## src/rtl/entry_pkg.sv

```systemverilog
package entry_pkg;
    typedef enum logic [2:0] {
        ST_IDLE,
        ST_PULSE,
        ST_GAP,
        ST_SHIFT,
        ST_SETTLE,
        ST_ACTIVE,
        ST_FAULT
    } entry_state_t;
endpackage

```

## src/rtl/sync_chain.sv

```systemverilog
module sync_chain #(
    parameter int WIDTH  = 1,
    parameter int STAGES = 2
) (
    input  logic             clk,
    input  logic             rst_n,
    input  logic [WIDTH-1:0] d_async,
    output logic [WIDTH-1:0] d_sync
);
    logic [WIDTH-1:0] stage_q [STAGES];

    for (genvar s = 0; s < STAGES; s++) begin : g_stage
        always_ff @(posedge clk or negedge rst_n) begin
            if (!rst_n) begin
                stage_q[s] <= '0;
            end else begin
                if (s == 0) begin
                    stage_q[s] <= d_async;
                end else begin
                    stage_q[s] <= stage_q[(s > 0) ? s - 1 : 0];
                end
            end
        end
    end

    assign d_sync = stage_q[STAGES-1];
endmodule

```

## src/rtl/key_shifter.sv

```systemverilog
module key_shifter #(
    parameter int KEY_BITS = 32,
    localparam int CNT_W   = $clog2(KEY_BITS + 1)
) (
    input  logic                clk,
    input  logic                rst_n,
    input  logic                clr,
    input  logic                en,
    input  logic                bit_stb,
    input  logic                bit_val,
    output logic [KEY_BITS-1:0] word,
    output logic [CNT_W-1:0]    cnt,
    output logic                ovf
);
    always_ff @(posedge clk or negedge rst_n) begin
        if (!rst_n) begin
            word <= '0;
            cnt  <= '0;
            ovf  <= 1'b0;
        end else if (clr) begin
            word <= '0;
            cnt  <= '0;
            ovf  <= 1'b0;
        end else if (en && bit_stb) begin
            if (cnt == CNT_W'(KEY_BITS)) begin
                ovf <= 1'b1;
            end else begin
                word <= {word[KEY_BITS-2:0], bit_val};
                cnt  <= cnt + 1'b1;
            end
        end
    end

    // Counter saturates at the key length
    assert_cnt_bounded_R5: assert property (@(posedge clk) disable iff (!rst_n)
        cnt <= CNT_W'(KEY_BITS));

    // Edges outside the shift phase leave the capture alone
    assert_word_frozen_R7: assert property (@(posedge clk) disable iff (!rst_n)
        (!en && !clr) |=> $stable(word));
endmodule

```

## src/rtl/entry_fsm.sv

```systemverilog
module entry_fsm
    import entry_pkg::*;
#(
    parameter int              KEY_BITS    = 32,
    parameter logic [KEY_BITS-1:0] KEY     = 32'h4D434850,
    parameter int              GAP_CYC     = 64,
    parameter int              SETTLE_CYC  = 128,
    parameter int              TIMEOUT_CYC = 100000,
    localparam int             CNT_W       = $clog2(KEY_BITS + 1),
    localparam int             M1          = (GAP_CYC > SETTLE_CYC) ? GAP_CYC : SETTLE_CYC,
    localparam int             M2          = (M1 > TIMEOUT_CYC) ? M1 : TIMEOUT_CYC,
    localparam int             TMR_W       = $clog2(M2 + 1)
) (
    input  logic                clk,
    input  logic                rst_n,
    input  logic                ctl_s,
    input  logic [KEY_BITS-1:0] key_word,
    input  logic [CNT_W-1:0]    bit_cnt,
    input  logic                bit_ovf,
    output logic                shift_en,
    output logic                shift_clr,
    output logic                mode_active,
    output logic                data_window_open,
    output logic                hiz_req,
    output logic                key_error
);
    entry_state_t state_q, state_d;
    logic [TMR_W-1:0] tmr_q;
    logic             err_set, err_clr, key_ok;

    assign key_ok = (bit_cnt == CNT_W'(KEY_BITS)) && !bit_ovf && (key_word == KEY);

    always_comb begin
        state_d = state_q;
        err_set = 1'b0;
        err_clr = 1'b0;
        unique case (state_q)
            ST_IDLE: begin
                if (ctl_s) begin
                    state_d = ST_PULSE;
                    err_clr = 1'b1;
                end
            end
            ST_PULSE: begin
                if (!ctl_s) state_d = ST_GAP;
            end
            ST_GAP: begin
                if (ctl_s) begin
                    state_d = ST_FAULT;
                    err_set = 1'b1;
                end else if (tmr_q == TMR_W'(GAP_CYC - 1)) begin
                    state_d = ST_SHIFT;
                end
            end
            ST_SHIFT: begin
                if (ctl_s) begin
                    if (key_ok) begin
                        state_d = ST_SETTLE;
                    end else begin
                        state_d = ST_FAULT;
                        err_set = 1'b1;
                    end
                end else if (tmr_q == TMR_W'(TIMEOUT_CYC - 1)) begin
                    state_d = ST_FAULT;
                    err_set = 1'b1;
                end
            end
            ST_SETTLE: begin
                if (!ctl_s) state_d = ST_IDLE;
                else if (tmr_q == TMR_W'(SETTLE_CYC - 1)) state_d = ST_ACTIVE;
            end
            ST_ACTIVE: begin
                if (!ctl_s) state_d = ST_IDLE;
            end
            ST_FAULT: begin
                if (!ctl_s) state_d = ST_IDLE;
            end
            default: state_d = ST_IDLE;
        endcase
    end

    always_ff @(posedge clk or negedge rst_n) begin
        if (!rst_n) begin
            state_q   <= ST_IDLE;
            tmr_q     <= '0;
            key_error <= 1'b0;
        end else begin
            state_q <= state_d;
            if (state_d != state_q) tmr_q <= '0;
            else if (tmr_q != '1)   tmr_q <= tmr_q + 1'b1;
            if (err_set)      key_error <= 1'b1;
            else if (err_clr) key_error <= 1'b0;
        end
    end

    always_comb begin
        shift_clr        = (state_q == ST_PULSE);
        shift_en         = (state_q == ST_SHIFT);
        mode_active      = (state_q == ST_SETTLE) || (state_q == ST_ACTIVE);
        data_window_open = (state_q == ST_ACTIVE);
        hiz_req          = (state_q == ST_SETTLE) || (state_q == ST_ACTIVE);
    end

    assert_window_in_mode_R9: assert property (@(posedge clk) disable iff (!rst_n)
        data_window_open |-> mode_active);

    assert_pin_drop_exits_R8: assert property (@(posedge clk) disable iff (!rst_n)
        $fell(ctl_s) |=> !mode_active);

    assert_entry_needs_key_R3: assert property (@(posedge clk) disable iff (!rst_n)
        $rose(mode_active) |-> ($past(key_word) == KEY && $past(bit_cnt) == CNT_W'(KEY_BITS)));

    assert_no_error_in_mode_R4: assert property (@(posedge clk) disable iff (!rst_n)
        $rose(key_error) |-> !mode_active);
endmodule

```

## src/rtl/serial_key_entry.sv

```systemverilog
module serial_key_entry #(
    parameter int KEY_BITS    = 32,
    parameter logic [KEY_BITS-1:0] KEY = 32'h4D434850,
    parameter int SYNC_STAGES = 2,
    parameter int GAP_CYC     = 64,
    parameter int SETTLE_CYC  = 128,
    parameter int TIMEOUT_CYC = 100000,
    localparam int CNT_W      = $clog2(KEY_BITS + 1)
) (
    input  logic clk,
    input  logic rst_n,
    input  logic ctl_pin,
    input  logic ser_clk,
    input  logic ser_dat,
    output logic mode_active,
    output logic data_window_open,
    output logic hiz_req,
    output logic key_error
);
    logic [2:0]          pins_s;
    logic                ctl_s, sclk_s, sdat_s, sclk_q, bit_stb;
    logic                shift_en, shift_clr, bit_ovf;
    logic [KEY_BITS-1:0] key_word;
    logic [CNT_W-1:0]    bit_cnt;

    sync_chain #(.WIDTH(3), .STAGES(SYNC_STAGES)) u_sync (
        .clk    (clk),
        .rst_n  (rst_n),
        .d_async({ctl_pin, ser_clk, ser_dat}),
        .d_sync (pins_s)
    );

    assign {ctl_s, sclk_s, sdat_s} = pins_s;

    always_ff @(posedge clk or negedge rst_n) begin
        if (!rst_n) sclk_q <= 1'b0;
        else        sclk_q <= sclk_s;
    end

    assign bit_stb = sclk_s & ~sclk_q;

    key_shifter #(.KEY_BITS(KEY_BITS)) u_shift (
        .clk    (clk),
        .rst_n  (rst_n),
        .clr    (shift_clr),
        .en     (shift_en),
        .bit_stb(bit_stb),
        .bit_val(sdat_s),
        .word   (key_word),
        .cnt    (bit_cnt),
        .ovf    (bit_ovf)
    );

    entry_fsm #(
        .KEY_BITS   (KEY_BITS),
        .KEY        (KEY),
        .GAP_CYC    (GAP_CYC),
        .SETTLE_CYC (SETTLE_CYC),
        .TIMEOUT_CYC(TIMEOUT_CYC)
    ) u_fsm (
        .clk             (clk),
        .rst_n           (rst_n),
        .ctl_s           (ctl_s),
        .key_word        (key_word),
        .bit_cnt         (bit_cnt),
        .bit_ovf         (bit_ovf),
        .shift_en        (shift_en),
        .shift_clr       (shift_clr),
        .mode_active     (mode_active),
        .data_window_open(data_window_open),
        .hiz_req         (hiz_req),
        .key_error       (key_error)
    );
endmodule

```

## config.mk

```make
export PLATFORM = sky130hd
export DESIGN_NAME = serial_key_entry
export DESIGN_NICKNAME = d
export VERILOG_FILES = /design/src/rtl/entry_pkg.sv /design/src/rtl/sync_chain.sv /design/src/rtl/key_shifter.sv /design/src/rtl/entry_fsm.sv /design/src/rtl/serial_key_entry.sv
export SDC_FILE = /design/constraint.sdc
export NUM_CORES = 1
export LEC_CHECK = 0
export ABC_AREA = 1
export CORE_ASPECT_RATIO = 2
export CORE_UTILIZATION = 30
export DETAILED_ROUTE_END_ITERATION = 8
export PLACE_DENSITY_LB_ADDON = 0.1
export SYNTH_ARGS = -nofsm -noshare
export SYNTH_HDL_FRONTEND = slang
export SYNTH_SLANG_ARGS = --single-unit
```

## constraint.sdc

```tcl
create_clock -name clk -period 7.1 [get_ports clk]
set_clock_uncertainty 0.2 [all_clocks]
set_input_delay 1.42 -clock clk [delete_from_list [all_inputs] [get_ports clk]]
set_output_delay 1.42 -clock clk [all_outputs]
set_load 0.02 [all_outputs]
```

* Word-level counts from Yosys, hierarchy flattened
Cells that the tools add are included.
** Word-level totals
- Bits of input ports :: 5
- Output and inout port bits :: 4
- Bits in registers :: 67
- Logic and storage cells :: 70
** Operators by class
- Add/subtract/negate cells :: 2
- Multiplexer cells :: 30
- Eq/ne operators :: 14
- Bitwise logic cells :: 2
- Reduce and logical (&&, ||, !) cells :: 13
** Operators by type and width (count)
- 32-bit 2-to-1 mux :: 3
- 17-bit 2-to-1 mux :: 2
- 32-bit by 31-bit == test with 1-bit output (second input constant) :: 1
- 3-bit 2-to-1 mux :: 9
- 6-bit 2-to-1 mux :: 3
- 3-bit case mux with 6 select lines :: 1
- 17-bit by 1-bit adder with 17-bit output (second input constant) :: 1
- 17-bit == test (second input constant) :: 1
- 17-bit by 6-bit == test with 1-bit output (second input constant) :: 1
- 17-bit by 7-bit == test with 1-bit output (second input constant) :: 1
- 17-bit inequality test (second input constant) :: 1
- 1-bit 2-to-1 mux :: 10
- 3-bit == test (second input constant) :: 3
- 2-bit nonzero test :: 4
- 6-bit by 1-bit adder with 6-bit output (second input constant) :: 1
- 3-bit by 2-bit == test with 1-bit output (second input constant) :: 2
- 6-bit == test (second input constant) :: 1
- 2-bit AND reduction :: 2
- 3-bit by 1-bit == test with 1-bit output (second input constant) :: 1
- 1-bit logical AND :: 3
- 3-bit zero test :: 1
- 3-bit inequality test :: 1
- 2-bit 2-to-1 mux :: 1
- 2-bit inequality test (second input constant) :: 1
- 6 further kinds :: 6

* Logic depth before layout (Yosys ltp)
- Word-level depth :: 8
- Mapped depth :: 13
- Mapped depth without buffers :: 12

* Cells and area by module
Synthesis repeated with hierarchy kept, for this count alone.
** Second synthesis, totals
- Cell total of the unflattened synthesis :: 435
- Area, all modules :: 3583.4 um^2
** By module, submodules not included
- key_shifter :: cells each 212, sequential area each 975.9 um^2, area each 1756.7 um^2, times used 1
- entry_fsm :: cells each 211, sequential area each 525.5 um^2, area each 1619.1 um^2, times used 1
- sync_chain :: cells each 9, sequential area each 150.1 um^2, area each 172.7 um^2, times used 1
- serial_key_entry :: cells each 3, sequential area each 25.0 um^2, area each 35.0 um^2, times used 1

* Least setup slack after synthesis
No wires, ideal clock.
- Kind :: reg-to-output
- Start :: register u_fsm.state_q[2]
- End :: output mode_active
- Required time :: 5.480 ns
- Stages on the path, launching flop included :: 4
- Arrival :: 1.037 ns
- Setup slack :: 4.443 ns
- Path buffers :: 1
- Cells stage by stage :: dfrtp_1 > inv_2 > nor2_1 > buf_4
** On the way
- Cells in the longest elaborated chain, start to end :: 2
- Elaborated cells between the ends (all ways) :: 3
- Those cells by class :: eq/ne: 2; reduce/logical: 1
** RTL lines
- start, declared :: line entry_fsm.sv:27 : entry_state_t state_q, state_d;
- start signal, assigned :: line entry_fsm.sv:88 : state_q <= state_d;
- 3-bit == test
- 1-bit logical OR *
- end, declared :: line serial_key_entry.sv:15 : output logic mode_active,
Every way passes the cells marked *; elsewhere a longest branch is shown, timed or not.

* Worst setup path in the final report
- Start :: register u_fsm.state_q[2]
- End :: output data_window_open
** On the way
- Cells in the longest elaborated chain, start to end :: 1
** RTL lines
- 3-bit == test :: line entry_fsm.sv:100 : data_window_open = (state_q == ST_ACTIVE);
- end, declared :: line serial_key_entry.sv:16 : output logic data_window_open,
No other way between the ends.

==> flow_summary.yaml <==
clocking:
  hold_buffers: 0
  clock_sinks: 67
  clockBufferDepth: 2
  cts_buffers: 9
  clkTransAtPathRegs_ns: 0.05
  cts_root_buf: "clkbuf_16"
  clk_latency_ns: 0.33
  cts_tree: "yes"
  post_cts_buffers: 0
  h-tree-depth: 3
  cts_resized: 0
power:
  max-vdd-ir-drop_mv: 0.1353
  p_seq_share_pct: 39.6
  p_switching_uw: 377.0
  power.share.clock_pct: 37.6
  power.total_mw: 1.090
  combPwrFrac_pct: 22.8
  internal-power_uw: 712.8
  switching_share_pct: 34.60
  p_per_area_nw_per_um2: 302.6
  p_leak_nw: 1.678
floorplan:
  fp.dieArea_um2: 10890
  die_w_um: 74.29
  die_h_um: 146.6
  rows: 52
  initial_core_util_pct: 30.89
  core_region_area_um2: 10150
  io_pins: 9
cells_and_area:
  drive_above_1_share_pct: 9.948
  nets: 386
  final_common_cell: "nand2_1"
  antenna_cells: 0
  area_growth_pct: 14.84
  final_cell_mix: "86 x nand2_1, 67 x dfrtp_1, 52 x nor2_1"
logic_synthesis:
  synth.area.top_cells: "dfrtp_1 53%, nand2_1 10%, nand3_1 7.5%"
  synthArstFlopShare_pct: 100.0
  synth_flop_cell: "dfrtp_1"
  synth_top_area_share_pct: 53.47
  syn-num-nets: 377
  ys_warn_count: 0
  seq_area_frac_synth_pct: 53.47
  netlist_instances: 368
  yosys.area.top_type: "dfrtp_1"
  syn_avg_cell_area_um2: 8.520
  yosysUniqueCellTypes: 31
  synth-edff-count: 0
  ys_seq_elements: 67
  synth_area_um2: 3136
place:
  port_buffers: 8
  dpl.hpwl_um: 4869
  gp_congestion: 0.8380
critical_path:
  critPathLaunchType: "register"
  timing.rr.start: "u_fsm.tmr_q[0]$_DFFE_PN0P_"
  worst-setup-path-type: "reg2out"
  required_ns: 5.48
  arrival_ns: 1.70
  cp_max_fo: 6
  cp-end-kind: "output pin"
  crit_path_start: "u_fsm.state_q[2]$_DFF_PN0_"
detailed_routing:
  ant_nets: 0
  first_pass_iters: 4
  wl_per_cell_um: 14.01
  drc: 0
  drt-total-wl_um: 7242
  vias: 2397
  drtIter0Drc: 68
  vias_per_cell: 4.636
timing:
  period_share_pct: 46.80
  hold_viol: 0
  timing.fmax_ghz: 0.3010
  tightest_slew_ns: 0.8943
  slew_headroom_pct: 40.38
  drv_slew: 0
  rsz0062_at_grt: "no"
  finalSetupTns_ns: 0
  setup-violations-final: 0
  min_period_ns: 3.323
worst_hold_path:
  hp-class: "reg2reg"
  min_from: "u_sync.stage_q[4]$_DFF_PN0_"
global_routing:
  grt_pass1_vias: 2458
  grt_pass1_wl_um: 12160
  grtUsageTotal_pct: 15.05
  antenna_found_initial: 0
  grt_max_degree: 68
  grt_overflow_total: 0
run_status:
  outcome: "finished, final reports clean"
job:
  drv_cap: 0
[layout make-up]
| type | count | area (µm²) |
|---|---|---|
| fillers | 1118 | 6549 |
| clock inverters | 4 | 26.28 |
| inverters | 30 | 112.6 |
| well taps | 135 | 168.9 |
| multi-input cells | 260 | 1287 |
| flip-flops and latches | 67 | 1677 |
| repair buffers | 9 | 82.58 |
| clock buffers | 12 | 246.5 |
[power by group through the flow]
stage / registers [mW] / clock network, mW / logic (mW)
after CTS: 0.432 / 0.421 / 0.254
final: 0.432 / 0.409 / 0.249
after global placement: 0.437 / 0 / 0.255
after global routing: 0.435 / 0.439 / 0.276
after detailed placement: 0.438 / 0 / 0.254
after floorplan: 0.436 / 0 / 0.184
[Yosys cell counts, types with 2 or more instances]
| cell | n |
|---|---|
| a21oi_1 | 3 |
| buf_2 | 5 |
| inv_1 | 22 |
| o31ai_1 | 5 |
| o21ai_0 | 2 |
| mux2i_1 | 2 |
| inv_2 | 7 |
| nor2_1 | 52 |
| xor2_1 | 9 |
| nand3_1 | 47 |
| o21ai_1 | 9 |
| nand2_1 | 86 |
| nor2_2 | 11 |
| nor3_1 | 8 |
| nand4_1 | 7 |
| clkbuf_1 | 4 |
| ha_1 | 4 |
| dfrtp_1 | 67 |
| xnor2_1 | 6 |
[stage by stage]
step	util (%)	worst slack [ns]	instance area, µm²	instances	hold slack (ns)
2_1_floorplan	-	4.443	3136	368	0.1312
3_3_place_gp	32.79	4.103	3328	501	0.1341
3_5_place_dp	32.79	4.112	3328	501	0.1356
4_1_cts	35.48	3.751	3601	517	0.1485
5_1_grt	35.48	3.651	3601	517	0.1541
6_report	35.48	3.777	3601	517	0.1447
[path summary, 6_finish.rpt]
kind                                                to  slack (ns)  cells past startpoint
min                         u_sync.d_sync[1]$_DFF_PN0_        0.14                      0
min in group asynchronous  u_shift.word[6]$_DFFE_PN0P_        1.09                      2
max reg2reg                u_fsm.tmr_q[15]$_DFFE_PN0P_        4.40                     11
max                                   data_window_open        3.78                      3
min reg2reg                 u_sync.d_sync[1]$_DFF_PN0_        0.14                      0
max in group asynchronous  u_fsm.tmr_q[10]$_DFFE_PN0P_        5.01                      2
[state kept, by name (all words and copies together), names as in the netlist]
signal           flops
u_sync.stage_q       3
u_fsm.tmr_q         17
u_fsm.key_error      1
u_shift.ovf          1
u_shift.word        32
sclk_q               1
u_fsm.state_q        3
u_shift.cnt          6
u_sync.d_sync        3
[metal layers]
| metal | GRT usage (%) | share of wire [%] | wire, µm |
|---|---|---|---|
| met1 | 15.88 | 40 | 2900 |
| met3 | 3.382 | 1.6 | 113 |
| met4 | 6.509 | 1.7 | 125 |
| met5 | 0 | 0 | 0 |
| met2 | 27.36 | 57 | 4104 |
[worst max-delay path, stage by stage, from the launching register on]
cell and delay, ns:
dfrtp_1 0.46, inv_2 0.09, nor3_1 0.19, clkdlybuf4s50_1 0.63
[logic make-up after synthesis]
| group | Yosys count | synth area share [%] |
|---|---|---|
| and+or+nand+nor | 218 | 30.81 |
| DFF | 67 | 53.47 |
| buffers and inverters | 41 | 5.467 |
| AOI/OAI and AO/OA | 21 | 3.831 |
| xor gates and xnor gates | 15 | 4.190 |
| adders and majority gates | 4 | 1.596 |
| muxes | 2 | 0.6385 |
(Power assumes the default switching activity.)
